`config.mk`:
```
export PLATFORM = sky130hd
export DESIGN_NAME = gpio_expander16
export DESIGN_NICKNAME = d
export VERILOG_FILES = /design/src/rtl/gx_pkg.sv /design/src/rtl/gx_sync.sv /design/src/rtl/gx_regfile.sv /design/src/rtl/gx_pad_drive.sv /design/src/rtl/gpio_expander16.sv
export SDC_FILE = /design/constraint.sdc
export NUM_CORES = 1
export LEC_CHECK = 0
export ABC_CLOCK_PERIOD_IN_PS = 3500
export BUFFER_PORTS_ARGS = -buffer_cell sky130_fd_sc_hd__buf_2
export CORE_MARGIN = 2
export CORE_UTILIZATION = 55
export DETAILED_ROUTE_END_ITERATION = 8
export HOLD_SLACK_MARGIN = 0.15
export PLACE_DENSITY_LB_ADDON = 0.1
export SLEW_MARGIN = 10
export SYNTH_ARGS = -nofsm -noshare
export SYNTH_HDL_FRONTEND = slang
export SYNTH_SLANG_ARGS = --single-unit
export TNS_END_PERCENT = 10
```
`constraint.sdc`:
```
create_clock -name clk -period 3.5 [get_ports clk]
set_input_delay 0.7 -clock clk [delete_from_list [all_inputs] [get_ports clk]]
set_output_delay 0.7 -clock clk [all_outputs]
set_load 0.1 [all_outputs]
```
`src/rtl/gx_pkg.sv`:
```
package gx_pkg;
   localparam int BYTE_W = 8;
   localparam logic [6:0] A_IN0   = 7'h00;
   localparam logic [6:0] A_LVL0  = 7'h02;
   localparam logic [6:0] A_DIR0  = 7'h04;
   localparam logic [6:0] A_IDIS0 = 7'h06;
   localparam logic [6:0] A_ID    = 7'h10;
   localparam logic [6:0] A_GCTL  = 7'h11;
   localparam logic [6:0] A_MODE0 = 7'h12;
   localparam logic [6:0] A_SRST  = 7'h7F;
   localparam int GCTL_PP_BIT = 4;
   localparam logic [7:0] GCTL_KEEP = 8'h13;
endpackage

```
`src/rtl/gx_sync.sv`:
```
module gx_sync #(
   parameter int WIDTH  = 16,
   parameter int STAGES = 2
) (
   input  logic             clk,
   input  logic             rst_n,
   input  logic [WIDTH-1:0] d,
   output logic [WIDTH-1:0] q
);
   generate
      if (STAGES < 2) begin : g_bad
         $error("gx_sync: STAGES must be at least 2");
      end
   endgenerate

   logic [STAGES-1:0][WIDTH-1:0] chain_q;

   always_ff @(posedge clk or negedge rst_n) begin
      if (!rst_n) begin
         chain_q <= '0;
      end else begin
         chain_q[0] <= d;
         for (int s = 1; s < STAGES; s++) chain_q[s] <= chain_q[s-1];
      end
   end

   assign q = chain_q[STAGES-1];
endmodule

```
`src/rtl/gx_regfile.sv`:
```
module gx_regfile
   import gx_pkg::*;
#(
   parameter int         ADDR_W  = 8,
   parameter logic [7:0] CHIP_ID = 8'h23,
   parameter int         PORTS   = 2,
   localparam int        PINS    = PORTS * BYTE_W
) (
   input  logic              clk,
   input  logic              rst_n,
   input  logic [ADDR_W-1:0] addr,
   input  logic              wr,
   input  logic [7:0]        wdata,
   input  logic              rd,
   output logic [7:0]        rdata,
   input  logic [PINS-1:0]   in_sync,
   output logic [PINS-1:0]   lvl,
   output logic [PINS-1:0]   dir,
   output logic [PINS-1:0]   mode,
   output logic [PINS-1:0]   idis,
   output logic [7:0]        gctl
);
   generate
      if (ADDR_W < 7) begin : g_bad_addr
         $error("gx_regfile: ADDR_W must reach address 0x7F");
      end
      if (PORTS != 2) begin : g_bad_ports
         $error("gx_regfile: the address map holds exactly two ports");
      end
   endgenerate

   function automatic logic hit(input logic [ADDR_W-1:0] a, input logic [6:0] base);
      return a == ADDR_W'(base);
   endfunction

   logic soft_rst;
   assign soft_rst = wr && hit(addr, A_SRST) && (wdata == 8'h00);

   always_ff @(posedge clk or negedge rst_n) begin
      if (!rst_n) begin
         lvl  <= '0;
         dir  <= '1;
         mode <= '1;
         idis <= '1;
         gctl <= '0;
      end else if (soft_rst) begin
         lvl  <= '0;
         dir  <= '1;
         mode <= '1;
         idis <= '1;
         gctl <= '0;
      end else if (wr) begin
         for (int p = 0; p < PORTS; p++) begin
            if (hit(addr, A_LVL0 + 7'(p)))  lvl[p*BYTE_W +: BYTE_W]  <= wdata;
            if (hit(addr, A_DIR0 + 7'(p)))  dir[p*BYTE_W +: BYTE_W]  <= wdata;
            if (hit(addr, A_IDIS0 + 7'(p))) idis[p*BYTE_W +: BYTE_W] <= wdata;
            if (hit(addr, A_MODE0 + 7'(p))) mode[p*BYTE_W +: BYTE_W] <= wdata;
         end
         if (hit(addr, A_GCTL)) gctl <= wdata & GCTL_KEEP;
      end
   end

   logic [7:0] rd_mux;
   always_comb begin
      rd_mux = 8'h00;
      for (int p = 0; p < PORTS; p++) begin
         if (hit(addr, A_IN0 + 7'(p)))   rd_mux = in_sync[p*BYTE_W +: BYTE_W];
         if (hit(addr, A_LVL0 + 7'(p)))  rd_mux = lvl[p*BYTE_W +: BYTE_W];
         if (hit(addr, A_DIR0 + 7'(p)))  rd_mux = dir[p*BYTE_W +: BYTE_W];
         if (hit(addr, A_IDIS0 + 7'(p))) rd_mux = idis[p*BYTE_W +: BYTE_W];
         if (hit(addr, A_MODE0 + 7'(p))) rd_mux = mode[p*BYTE_W +: BYTE_W];
      end
      if (hit(addr, A_ID))   rd_mux = CHIP_ID;
      if (hit(addr, A_GCTL)) rd_mux = gctl;
   end

   always_ff @(posedge clk or negedge rst_n) begin
      if (!rst_n)  rdata <= 8'h00;
      else if (rd) rdata <= rd_mux;
   end

   logic unimpl;
   assign unimpl = (addr >= ADDR_W'(8'h08) && addr <= ADDR_W'(8'h0F)) ||
                   (addr >= ADDR_W'(8'h14));

   assert_chip_id_R6: assert property (@(posedge clk) disable iff (!rst_n)
      (rd && hit(addr, A_ID)) |=> (rdata == CHIP_ID));

   assert_unimpl_zero_R7: assert property (@(posedge clk) disable iff (!rst_n)
      (rd && unimpl) |=> (rdata == 8'h00));

   assert_soft_reset_R8: assert property (@(posedge clk) disable iff (!rst_n)
      soft_rst |=> (dir == '1 && mode == '1 && idis == '1 && lvl == '0 && gctl == 8'h00));

   assert_gctl_mask_R10: assert property (@(posedge clk) disable iff (!rst_n)
      (rd && hit(addr, A_GCTL)) |=> (rdata[7:5] == 3'b000 && rdata[3:2] == 2'b00));

   assert_rdata_hold_R11: assert property (@(posedge clk) disable iff (!rst_n)
      !rd |=> $stable(rdata));
endmodule

```
`src/rtl/gx_pad_drive.sv`:
```
module gx_pad_drive #(
   parameter int PINS    = 16,
   parameter int OD_PINS = 8
) (
   input  logic [PINS-1:0] mode,
   input  logic [PINS-1:0] dir,
   input  logic [PINS-1:0] lvl,
   input  logic [PINS-1:0] alt_src,
   input  logic            pp_sel,
   output logic [PINS-1:0] pad_oe,
   output logic [PINS-1:0] pad_out
);
   generate
      if (OD_PINS > PINS) begin : g_bad
         $error("gx_pad_drive: OD_PINS exceeds PINS");
      end
      for (genvar n = 0; n < PINS; n++) begin : g_pin
         if (n < OD_PINS) begin : g_od
            always_comb begin
               if (!mode[n]) begin
                  pad_oe[n]  = 1'b1;
                  pad_out[n] = alt_src[n];
               end else begin
                  pad_oe[n]  = !dir[n] && (pp_sel || !lvl[n]);
                  pad_out[n] = pp_sel && lvl[n];
               end
            end
         end else begin : g_pp
            always_comb begin
               if (!mode[n]) begin
                  pad_oe[n]  = 1'b1;
                  pad_out[n] = alt_src[n];
               end else begin
                  pad_oe[n]  = !dir[n];
                  pad_out[n] = lvl[n];
               end
            end
         end
      end
   endgenerate
endmodule

```
`src/rtl/gpio_expander16.sv`:
```
module gpio_expander16
   import gx_pkg::*;
#(
   parameter int         ADDR_W      = 8,
   parameter int         SYNC_STAGES = 2,
   parameter logic [7:0] CHIP_ID     = 8'h23,
   localparam int        PORTS       = 2,
   localparam int        PINS        = PORTS * BYTE_W
) (
   input  logic              clk,
   input  logic              rst_n,
   input  logic [ADDR_W-1:0] reg_addr,
   input  logic              reg_wr,
   input  logic [7:0]        reg_wdata,
   input  logic              reg_rd,
   output logic [7:0]        reg_rdata,
   input  logic [15:0]       pad_in,
   input  logic [15:0]       alt_src,
   output logic [15:0]       pad_oe,
   output logic [15:0]       pad_out
);
   logic [PINS-1:0] in_sync, lvl, dir, mode, idis;
   logic [7:0]      gctl;

   gx_sync #(.WIDTH(PINS), .STAGES(SYNC_STAGES)) u_sync (
      .clk(clk), .rst_n(rst_n), .d(pad_in), .q(in_sync)
   );

   gx_regfile #(.ADDR_W(ADDR_W), .CHIP_ID(CHIP_ID), .PORTS(PORTS)) u_regs (
      .clk(clk), .rst_n(rst_n), .addr(reg_addr), .wr(reg_wr), .wdata(reg_wdata),
      .rd(reg_rd), .rdata(reg_rdata), .in_sync(in_sync), .lvl(lvl), .dir(dir),
      .mode(mode), .idis(idis), .gctl(gctl)
   );

   gx_pad_drive #(.PINS(PINS), .OD_PINS(BYTE_W)) u_drive (
      .mode(mode), .dir(dir), .lvl(lvl), .alt_src(alt_src),
      .pp_sel(gctl[GCTL_PP_BIT]), .pad_oe(pad_oe), .pad_out(pad_out)
   );

   generate
      for (genvar n = 0; n < PINS; n++) begin : g_chk
         assert_alt_takes_pad_R9: assert property (@(posedge clk) disable iff (!rst_n)
            !mode[n] |-> (pad_oe[n] && pad_out[n] == alt_src[n]));
         assert_input_released_R3: assert property (@(posedge clk) disable iff (!rst_n)
            (mode[n] && dir[n]) |-> !pad_oe[n]);
         if (n < BYTE_W) begin : g_od_chk
            assert_od_release_R5: assert property (@(posedge clk) disable iff (!rst_n)
               (mode[n] && !dir[n] && !gctl[GCTL_PP_BIT] && lvl[n]) |-> (!pad_oe[n] && !pad_out[n]));
         end else begin : g_pp_chk
            assert_port1_pp_R5: assert property (@(posedge clk) disable iff (!rst_n)
               (mode[n] && !dir[n]) |-> (pad_oe[n] && pad_out[n] == lvl[n]));
         end
      end
   endgenerate
endmodule

```
# [Word-level counts from Yosys, hierarchy flattened]
# Cells that the tools add are included.
# Widths: inputs -> output; s select.
[classes] eq_ne=12 muxes=63 n_reduce_logical=71
[op_table] operator="$mux 8" n=23
[op_table] operator="$mux 16" n=8
[op_table] operator="$eq 8x3->1 const B" n=4
[op_table] operator="$eq 8x5->1 const B" n=4
[op_table] operator="$mux 1" n=32
[op_table] operator="$logic_not 1->1" n=24
[op_table] operator="$reduce_bool 2->1" n=10
[op_table] operator="$logic_and 1x1->1" n=18
[op_table] operator="$reduce_and 2->1" n=9
[op_table] operator="$eq 8x2->1 const B" n=2
[op_table] operator="$logic_not 8->1" n=2
[op_table] operator="$eq 8x1->1 const B" n=1
[op_table] operator="$eq 8x7->1 const B" n=1
[op_table] operator="$logic_or 1x1->1" n=8
[word_totals] wordCells=158 in_bits=52 regBits=112 output_inout_bits=40

# [Depth between registers and ports, before layout]
# Gate-level depths: netlist of run 1.
[depth] word_depth=13 depth_mapped=8 mapped_depth_nobuf=5

# [Hierarchy]
# From an unflattened synthesis of run 1, not the netlist that was laid out.
[unflattened] hier_cells=486 hier_area_um2=5332.6
[modules_own_cells] module="gx_regfile" seq_area_each_um2=1936.9 area_per_inst_um2=4063.9 cells_per_inst=381 instances=1
[modules_own_cells] module="gx_sync" seq_area_each_um2=800.8 area_per_inst_um2=920.9 cells_per_inst=48 instances=1
[modules_own_cells] module="gx_pad_drive" seq_area_each_um2=0.0 area_per_inst_um2=347.8 cells_per_inst=57 instances=1

# [Least setup slack after synthesis of run 1]
# Ideal clock, no wire load.
[synth_path] kind="input -> output" from="input port alt_src[0]" to="output port pad_out[0]" path_stages=2 path_buffers=0 arrival_time_ns=2.822 required_ns=2.800 slack_ns=-0.022 path_cell_list="inv_1 > o21ai_0"
[synth_between] elab_chain_cells=1
[synth_rtl] element="start: declaration" line_no="gpio_expander16.sv:18" rtl="input logic [15:0] alt_src,"
[synth_rtl] element="$mux 1" line_no="gx_pad_drive.sv:20" rtl="if (!mode[n]) begin"
[synth_rtl] element="end: declaration" line_no="gpio_expander16.sv:20" rtl="output logic [15:0] pad_out"
# No other way between the ends.

# [Worst setup path after layout of run 1]
[layout_path] from="input port reg_addr[3]" to="register u_regs.mode[3]"
[layout_between] elab_chain_cells=5 elab_cells_between_ends=8 cone_classes="2 x eq/ne; 1 x mux; 5 x reduce/logical"
[layout_rtl] element="start: declaration" line_no="gpio_expander16.sv:12" rtl="input logic [ADDR_W-1:0] reg_addr,"
[layout_rtl] element="$eq 8x7->1" line_no="gx_regfile.sv:33" rtl="return a == ADDR_W'(base);"
[layout_rtl] element="$logic_and 1x1->1 (2 in series)" line_no="gx_regfile.sv:37" rtl="assign soft_rst = wr && hit(addr, A_SRST) && (wdata == 8'h00);"
[layout_rtl] element="$reduce_bool 2->1 (no source line)"
[layout_rtl] element="$reduce_and 2->1 (no source line)"
[layout_rtl] element="end signal: indexed assignment" line_no="gx_regfile.sv:57" rtl="if (hit(addr, A_MODE0 + 7'(p))) mode[p*BYTE_W +: BYTE_W] <= wdata;"
[layout_rtl] element="end: declaration" line_no="gx_regfile.sv:19" rtl="output logic [PINS-1:0] mode,"
# Parallel ways exist; a longest one is shown, timed or not.
# A chain may end at the register's enable or synchronous reset.

==> results.md, run 1 <==
* Status: complete, no violations
* Seq/Total Area, Yosys at 53.6%
* Post-synth top cells: dfrtp_1, o22a_1, dfstp_2, nor2_1, clkbuf_1
* Routed WL per cell at 22.3 um
* Hold Path End: u_sync.q[14]
* Post-CTS Hold Fix Bufs at 0
* Max-slew violations at 0
* Total core area at ~9100 um^2
* Synth Cell Area at 5100 um^2
* Main area contributors after synthesis: dfrtp_1, dfstp_2, o22a_1, mux2_2, o21ai_0
* Synth top area share at between 20% and 30%
* Synth cell types at 56
* First-pass GRT wire length at approximately 23000 um
* Post-cts resize count at 0
* Largest net degree at the start of global routing at between 50 and 60
* Setup bufs post-CTS at 0
* Syn_area_per_cell at ~11 um^2
* CP endpoint kind: flop
* Final Worst Setup Slack at 902 ps
* Worst EP arrival at 2920 ps
* Register area at ~2700 um^2
* I/O pin cnt at slightly above 90
* Yosys reg bits at 107
* HP Class: reg -> reg
* Crit path time final at ~2600 ps
* Synthesized Nets at 520
* DRC at 0
* RePlAce Congestion at 0.943
* H-tree depth reported by CTS at 3
* WHS Path Cells at 0
* Vias post-DR at 4357
* Worst-case clock buffer depth at 2
* Antenna Violating Nets Remaining at 0
* Util after Layout at 64.2%
* DRT Wirelength at 14700 um
* Die X-Extent at 100 um
* Synth area leader: dfrtp_1
* Ys Warns at 0
* Multi-input logic area at 2180 um^2
* Max_slew headroom at 35.9%
* Clock-pin slew on the worst setup and hold paths at 100 ps
* Filler Cells Inserted at 779
* Sink Count at 107
* Synth Instances at between 400 and 500
* Clock skew at roughly 17 ps
* Reg2Reg Depth at 5
* Fmax at 385 MHz
* Startpoint types: input pin
* LEAKAGE at roughly 2.5 nW
* TritonCTS clock tree: yes
* Post-place setup slack at 554 ps
* Worst reg2reg endpoint: u_regs.rdata[4]
* Grt total ovfl at 0
* P per Cell Area at 452 nW/um^2
* Nets at 597
* Vias in the first global route at ~4200
* Asr flop ratio synth at 100%
* Final period util at 74.2%
* CTS Buf Count at 9
* First-pass DRT Iterations at 6
* Total GRT Usage at 30.6%
* TNS Setup at 0 ps
* Die area at ~10000 um^2
* Worst VDD drop at 252 uV
* Worst Hold Launch: u_sync.chain_q[14]
* R2R setup slack at 1750 ps
* Detailed-placement wirelength estimate at 10500 um
* Most frequent cell after synthesis: dfrtp_1
* Worst R2R Start: u_regs.dir[4]
* Max-cap violation count at 0
* RSZ-0062 raised after global routing: false
* Final Hold Vio Count at 0
* Root Driver: clkbuf_8
* Port bufs at 91
* Post-synth EDFFs at 0
* Final setup fails at 0
* Row cnt at 35
* Layout cell share with drive strength beyond 1 at about 36%
* Layout area overhead at 14.6%
* Antenna violations before repair at 0
* Slew @ Worst Pin at 955 ps
* Die Ht at ~100 um
* Dominant synthesized flop cell: dfrtp_1
* Initial Util at between 50 and 60%
* ANT cells at 0
* First DRT Iteration DRCs at 394
* Critical path fanouts, max at 12
* Vias per cell at 6.59
* Clk Latency, worst-skew pair at 390 ps
* Worst EP required at roughly 3800 ps
* CP Class: in -> reg
-- layout by cell type (no fill, tap or decap), types with 3 or more instances in the layout --
cell type  instances
or3_1              6
o221ai_1           4
nor3_1             9
a311oi_1           3
a221oi_1           4
nor2_1            31
nand2_1           22
or4_1              3
or2_2              3
mux2_2            28
o22ai_1            3
o2111ai_1          4
clkbuf_8          10
dfstp_2           48
nor2b_1           12
nand2b_1           6
buf_4             11
nor4_1             5
buf_2             90
inv_1             12
inv_6              3
a31oi_1            6
o21a_1             6
o21ai_1            4
a21oi_1           11
dfrtp_1           59
o22a_1            50
nand3_1           18
o21ai_0           28
mux2i_1            8
-- area by class of cell --
cell class	instances	area share, %
multi-input cells	313	37.3
inverters	13	0.835
well taps	111	2.38
clock inverters	6	1.16
clock buffers	10	2.35
flip-flops and latches	107	46.8
repair buffers	101	9.12
-- worst max-delay path, cell delays in order --
cell and delay [ps]:
buf_2 170, or4_1 690, or2_2 510, nor2_1 260
o21a_1 370, o22a_1 210
-- stage by stage --
step | hold slack (ps) | instances | cell area [um^2] | power [mW]
floorplan | 331 | 468 | 5100 | 1.77
global placement | 332 | 645 | 5640 | 1.89
detailed placement | 336 | 645 | 5640 | 1.90
CTS | 359 | 661 | 5850 | 2.65
global route | 371 | 661 | 5850 | 2.75
finish | 357 | 661 | 5850 | 2.64
-- sequential cells by signal (all words and copies together) (netlist names) --
signal	flops
u_sync.q	16
u_regs.idis	16
u_regs.mode	16
u_regs.lvl	16
u_regs.rdata	8
u_sync.chain_q	16
u_regs.gctl	3
u_regs.dir	16
-- per-layer routing --
| layer | vias up | track usage, % | part of all wire (%) |
|---|---|---|---|
| met5 | - | 0 | 0 |
| met4 | 0 | 11.6 | 2.7 |
| met3 | 37 | 6.82 | 9.0 |
| met2 | 259 | 47.0 | 47 |
| met1 | 2146 | 42.6 | 42 |
| li1 | 1915 | - | - |
-- how the worst max path moves through the flow --
| stage | endpoint | cells past startpoint | slack [ps] | startpoint |
|---|---|---|---|---|
| 2_1_floorplan | pad_out[1] | 2 | -20 | alt_src[1] |
| 3_3_place_gp | u_regs.mode[4] | 6 | 570 | reg_addr[7] |
| 3_5_place_dp | u_regs.mode[3] | 6 | 550 | reg_addr[3] |
| 4_1_cts | pad_oe[3] | 3 | 900 | u_regs.gctl[4] |
| 5_1_grt | pad_out[7] | 3 | 790 | u_regs.gctl[4] |
| 6_report | u_regs.mode[3] | 6 | 900 | reg_addr[3] |
-- power breakdown --
part           internal (mW)  leakage, nW  switching [mW]
clock network          0.299        0.103           0.460
registers               1.35         1.24          0.0695
logic                  0.128         1.11           0.335
total                   1.78         2.45           0.864
-- logic make-up after synthesis --
logic type,share of synthesized area [%]
AO/OA/AOI/OAI,22.7
flip-flops,53.6
AND/OR/NAND/NOR,12.2
multiplexers,7.75
XOR/XNOR,0.172
buffers and inverters,3.58
No activity file was read; power rests on OpenSTA's default activity.
==> run 2: changes to the inputs <==
--- a/config.mk
+++ b/config.mk
@@ -5,7 +5,8 @@
 export SDC_FILE = /design/constraint.sdc
 export NUM_CORES = 1
 export LEC_CHECK = 0
-export ABC_CLOCK_PERIOD_IN_PS = 3500
+export ABC_AREA = 1
+export ABC_CLOCK_PERIOD_IN_PS = 2500
 export BUFFER_PORTS_ARGS = -buffer_cell sky130_fd_sc_hd__buf_2
 export CORE_MARGIN = 2
 export CORE_UTILIZATION = 55
==> constraint.sdc (replaced) <==
create_clock -name clk -period 2.5 [get_ports clk]
set_input_delay 0.5 -clock clk [delete_from_list [all_inputs] [get_ports clk]]
set_output_delay 0.5 -clock clk [all_outputs]
set_load 0.1 [all_outputs]
==> run 2 against run 1 <==
Effect of this change: area after synthesis fell by 4.8%; wire length fell by 8.4%; utilization rose by 2.1 points; via count fell by 2.2%; critical path depth fell by 3; critical endpoint is now pad_out[3]; highest routed layer unchanged.
==> results.md, run 2 <==
* Status: complete, no violations
* Layout area overhead at 17.8%
* ANT cells at 0
* Post-synth EDFFs at 0
* CP Class: reg -> out
* Simple-Gate Fraction of Synth Area at roughly 22%
* CTS Buf Count at 9
* Adder-cell share of the synthesized area at 0%
* Synth top area share at just over 30%
* Clock skew at 12.7 ps
* TritonCTS clock tree: yes
* Die area at 9600 um^2
* Asr flop ratio synth at 100%
* Vias in the first global route at just over 4000
* Antenna violations before repair at 0
* LEAKAGE at ~2.6 nW
* Fmax at 451 MHz
* RSZ-0062 raised after global routing: false
* Antenna Violating Nets Remaining at 0
* Slew @ Worst Pin at 652 ps
* DRC at 0
* Worst VDD drop at 452 uV
* P per Cell Area at 590 nW/um^2
* Nets at 732
* Final period util at 88.6%
* Detailed-placement wirelength estimate at 10100 um
* Worst EP required at 2000 ps
* Mux contribution to synthesized area at 0.464%
* RePlAce Congestion at 0.950
* Largest family of logic cells by synthesized area: simple AND/OR/NAND/NOR gates
* Synthesized Nets at 627
* Root Driver: clkbuf_8
* Worst-case clock buffer depth at 2
* Worst Hold Launch: pad_in[15]
* Most frequent cells in the layout: nand2_1, buf_2, o21ai_0, inv_1, dfrtp_1
* HP Class: in -> reg
* Commonest non-fill, non-tap cell in the layout: nand2_1
* Most frequent cell after synthesis: nand2_1
* Util after Layout at 66.3%
* Yosys reg bits at between 100 and 150
* Synth Instances at 575
* Max-slew violations at 0
* DRT Wirelength at 13500 um
* Seq/Total Area, Yosys at between 50% and 60%
* Startpoint types: flop
* Vias per cell at 5.37
* CP Launch Point: u_regs.mode[3]
* Non-filler cells, final at 793
* Die Ht at 98.0 um
* Largest net degree at the start of global routing at 50
* Grt total ovfl at 0
* Fraction of synthesized cell area in xor and xnor cells at 0%
* Worst R2R Start: u_regs.lvl[2]
* Critical path fanouts, max at 3
* First DRT Iteration DRCs at 279
* Post-synth top cells: nand2_1, o21ai_0, inv_1, dfrtp_1, dfstp_2
* Crit path time final at 2210 ps
* Final setup fails at 0
* Die X-Extent at between 90 and 100 um
* Post-synthesis compound-gate area fraction at 14.2%
* Layout cell share with drive strength beyond 1 at between 20% and 30%
* Final Worst Setup Slack at between 200 and 300 ps
* Vias post-DR at 4262
* Main area contributors after synthesis: dfrtp_1, dfstp_2, nand2_1, o21ai_0, inv_1
* Total core area at between 8000 and 9000 um^2
* Synth cell types at 28
* Max_slew headroom at between 50% and 60%
* Port bufs at 91
* I/O pin cnt at 92
* Routed WL per cell at 17.0 um
* Sink Count at 107
* Max-cap violation count at 0
* Post-place setup slack at about 270 ps
* First-pass GRT wire length at 21300 um
* First-pass DRT Iterations at 6
* Clock-pin slew on the worst setup and hold paths at 110 ps
* Row cnt at 34
* Ys Warns at 0
* Synth Cell Area at 4860 um^2
* Dominant synthesized flop cell: dfrtp_1
* Initial Util at 56.2%
* Total GRT Usage at 29.1%
* Filler Cells Inserted at 757
* H-tree depth reported by CTS at 3
* Worst EP arrival at around 1700 ps
* Final Hold Vio Count at 0
* Clk Latency, worst-skew pair at 380 ps
* Synth area leader: dfrtp_1
* CP endpoint kind: primary output
* Placed cell count at 776
* Syn_area_per_cell at around 8.4 um^2
## run 2: cell types whose count changed after synthesis, moves of 8 or more
cell      previous run  this run
inv_1               12        63
clkbuf_1            30         4
nand4_1              2        13
o21ai_0             29        85
mux2i_1              8         0
nand2_1             22       188
nor2b_1             12         0
o22a_1              50         0
nor3_1               9         0
mux2_2              28         2
o21ai_2              0        14
nor2_1              31        39
## run 2: path summary, 6_finish.rpt
check	to	slack, ps	depth (start not counted)
max	pad_out[3]	290	3
min	u_sync.chain_q[15]	220	1
max reg2reg	u_regs.rdata[2]	1100	8
min reg2reg	u_sync.q[0]	350	0
max in group asynchronous	u_regs.mode[6]	1120	3
min in group asynchronous	u_regs.lvl[8]	610	2
## run 2: cell type report
cell class	count	area (um^2)	area share [%]
clock inverter	7	86.3	1.51
sequential	107	2740	47.8
inverter	66	249	4.35
tap	108	135	2.36
clock buffer	9	124	2.16
multi-input combinational	390	1810	31.5
timing repair buffer	106	586	10.2
## run 2: critical path, cell delays in order, from the launching register on
cell     delay [ps]
dfstp_2         560
inv_1            80
o31ai_1         240
buf_2           470
## run 2: logic make-up after synthesis
| family | after synthesis |
|---|---|
| compound gates | 123 |
| buf+inv | 78 |
| flops | 107 |
| mux | 2 |
| simple gates | 265 |
## run 2: report_power, final
part	switching (mW)	internal, mW
registers	0.0565	1.84
logic	0.305	0.104
clock network	0.668	0.404
## run 2: per-stage QoR
stage / setup TNS, ps / instance area [um^2] / power (mW) / hold WS, ps
global route: 0 / 5720 / 3.52 / 196
detailed placement: 0 / 5500 / 2.34 / 335
floorplan: -9450 / 4860 / 2.18 / 204
finish: 0 / 5720 / 3.38 / 218
CTS: 0 / 5720 / 3.41 / 206
global placement: 0 / 5500 / 2.33 / 332
## run 2: what timing repair did
action / 4_1_cts / 5_1_grt
gates resized for setup: 0 / 0
hold buffers: 1 / 0
buffers inserted: 0 / 0
hold endpoints to repair: 19 / 0
## run 2: layer usage
metal  track usage [%]  vias up  wire (um)  part of all wire [%]
li1                  -     2059          -                     -
met1              41.9     1971       5730                    42
met2              44.4      195       6230                    46
met3              4.72       37       1080                   8.0
met4              12.3        0        470                   3.5
met5                 0        -          0                     0
==> run 3: changes to the inputs <==
--- a/config.mk
+++ b/config.mk
@@ -6,7 +6,6 @@
 export NUM_CORES = 1
 export LEC_CHECK = 0
 export ABC_AREA = 1
-export ABC_CLOCK_PERIOD_IN_PS = 2500
 export BUFFER_PORTS_ARGS = -buffer_cell sky130_fd_sc_hd__buf_2
 export CORE_MARGIN = 2
 export CORE_UTILIZATION = 55
==> constraint.sdc (replaced) <==
create_clock -name clk -period 2.5 [get_ports clk]
set_input_delay 0.5 -clock clk [delete_from_list [all_inputs] [get_ports clk]]
set_output_delay 0.5 -clock clk [all_outputs]
set_load 0.02 [all_outputs]
==> run 3 against run 2 <==
Effect of this change: sequential power barely moved; clock skew is essentially flat; critical path depth unchanged; clock power grew 6%; maximum frequency decreased by 4.7%; worst hold slack got worse by 1.7 ps; critical endpoint is now pad_out[7]; largest power group unchanged.
==> results.md, run 3 (synthesis results as in run 2) <==
* Total core area at roughly 8600 um^2
* Row cnt at 34
* Placed cell count at 773
* Startpoint types: flop
* Switching share of power at between 20 and 30%
* Die X-Extent at between 90 and 100 um
* Worst EP arrival at 1820 ps
* Layout cell share with drive strength beyond 1 at 28.4%
* Port bufs at 91
* Worst-case clock buffer depth at 2
* First DRT Iteration DRCs at 283
* Largest net degree at the start of global routing at 72
* DP Area at 5480 um^2
* TNS Setup at 0 ps
* Slew @ Worst Pin at 649 ps
* HP Class: in -> reg
* Final Worst Setup Slack at 176 ps
* Max_slew headroom at 56.7%
* DRT Wirelength at 13300 um
* Worst EP required at 2000 ps
* Initial Util at 56.2%
* Post-place setup slack at 248 ps
* Crit path time final at 2320 ps
* Status: complete, no violations
* I/O pin cnt at 92
* First-pass DRT Iterations at 6
* Worst Hold Launch: pad_in[14]
* Clk Latency, worst-skew pair at 380 ps
* LEAKAGE at 2.59 nW
* Max-cap violation count at 0
* Non-filler cells, final at 790
* Final setup fails at 0
* Vias in the first global route at 3955
* First-pass GRT wire length at 21200 um
* CTS Buf Count at 9
* CP Class: reg -> out
* Comb pwr share at 8.8%
* Most frequent cells in the layout: nand2_1, buf_2, o21ai_0, inv_1, dfrtp_1
* Final Hold Vio Count at 0
* Clock skew at 12.9 ps
* Grt total ovfl at 0
* Sink Count at 107
* Vias post-DR at 4256
* Routed WL per cell at 16.9 um
* Vias per cell at 5.39
* Psw at 0.891 mW
* CP Launch Point: u_regs.gctl[4]
* RePlAce Congestion at 0.953
* Nets at around 730
* Antenna violations before repair at 0
* Root Driver: clkbuf_8
* Final period util at 93.0%
* ANT cells at 0
* Total GRT Usage at 28.7%
* Fmax at between 400 and 500 MHz
* H-tree depth reported by CTS at 3
* Clock power share at 34.1%
* DRC at 0
* TritonCTS clock tree: yes
* Die area at 9600 um^2
* Detailed-placement wirelength estimate at 9890 um
* P_int at between 2 and 2.5 mW
* Commonest non-fill, non-tap cell in the layout: nand2_1
* Worst VDD drop at approximately 400 uV
* Antenna Violating Nets Remaining at 0
* Max-slew violations at 0
* RSZ-0062 raised after global routing: false
* P per Cell Area at 583 nW/um^2
* Clock-pin slew on the worst setup and hold paths at between 100 and 150 ps
* Die Ht at 98.0 um
* Layout area overhead at 17.4%
* CP endpoint kind: primary output
* Critical path fanouts, max at 14
* Post-cts resize count at 0
* Worst R2R Start: u_regs.lvl[3]
* Reg power frac at 57.1%
* Final instance area at 5700 um^2
## run 3: cell count changes in the layout (fill, tap and decap cells not counted)
cell	previous run	this run
buf_4	14	11
bufinv_16	0	1
clkinv_4	1	2
clkinv_8	3	1
inv_6	2	1
inv_8	1	2
o31ai_1	2	3
o31ai_2	1	0
## run 3: area by class of cell
type,count,area (um^2)
clock buffer,9,124
fill,778,2930
sequential,107,2740
multi-input combinational,390,1800
clock inverter,7,95.1
timing repair buffer,103,563
inverter,66,249
tap,108,135
## run 3: repair_timing
item / CTS / global route
hold endpoints to repair: 20 / 0
hold buffers: 1 / 0
setup buffers: 0 / 0
## run 3: power groups by stage
| stage | clock network, mW | registers (mW) | logic, mW |
|---|---|---|---|
| floorplan | 0 | 1.91 | 0.142 |
| global placement | 0 | 1.93 | 0.285 |
| detailed placement | 0 | 1.93 | 0.291 |
| CTS | 1.15 | 1.90 | 0.294 |
| global route | 1.23 | 1.91 | 0.326 |
| finish | 1.13 | 1.90 | 0.292 |
## run 3: path summary, 6_finish.rpt
path	endpoint	slack [ps]	cells past startpoint
worst min-delay path	u_sync.chain_q[14]	220	1
worst min register to register	u_sync.q[4]	360	0
worst max register to register	u_regs.rdata[3]	1030	8
min in group asynchronous	u_regs.lvl[1]	620	2
max in group asynchronous	u_regs.mode[2]	1080	3
worst max-delay path	pad_out[7]	180	3
## run 3: stage by stage
stage | hold WS (ps) | util (%) | total power [mW]
after global placement | 333 | 63.4 | 2.21
after CTS | 210 | 66.1 | 3.35
after detailed placement | 336 | 63.4 | 2.22
final | 217 | 66.1 | 3.33
after floorplan | 204 | - | 2.05
after global routing | 201 | 66.1 | 3.46
## run 3: worst max-delay path: stages (launching register included)
cell and delay [ps]:
dfrtp_1 680, inv_1 260, o31ai_1 290, buf_2 210
## run 3: routing by layer
metal | GRT usage (%) | up-vias | routed length [um]
met4 | 8.12 | 0 | 278
met5 | 0 | - | 0
met1 | 41.9 | 2002 | 5890
li1 | - | 2046 | -
met2 | 45.4 | 186 | 6350
met3 | 3.94 | 22 | 799
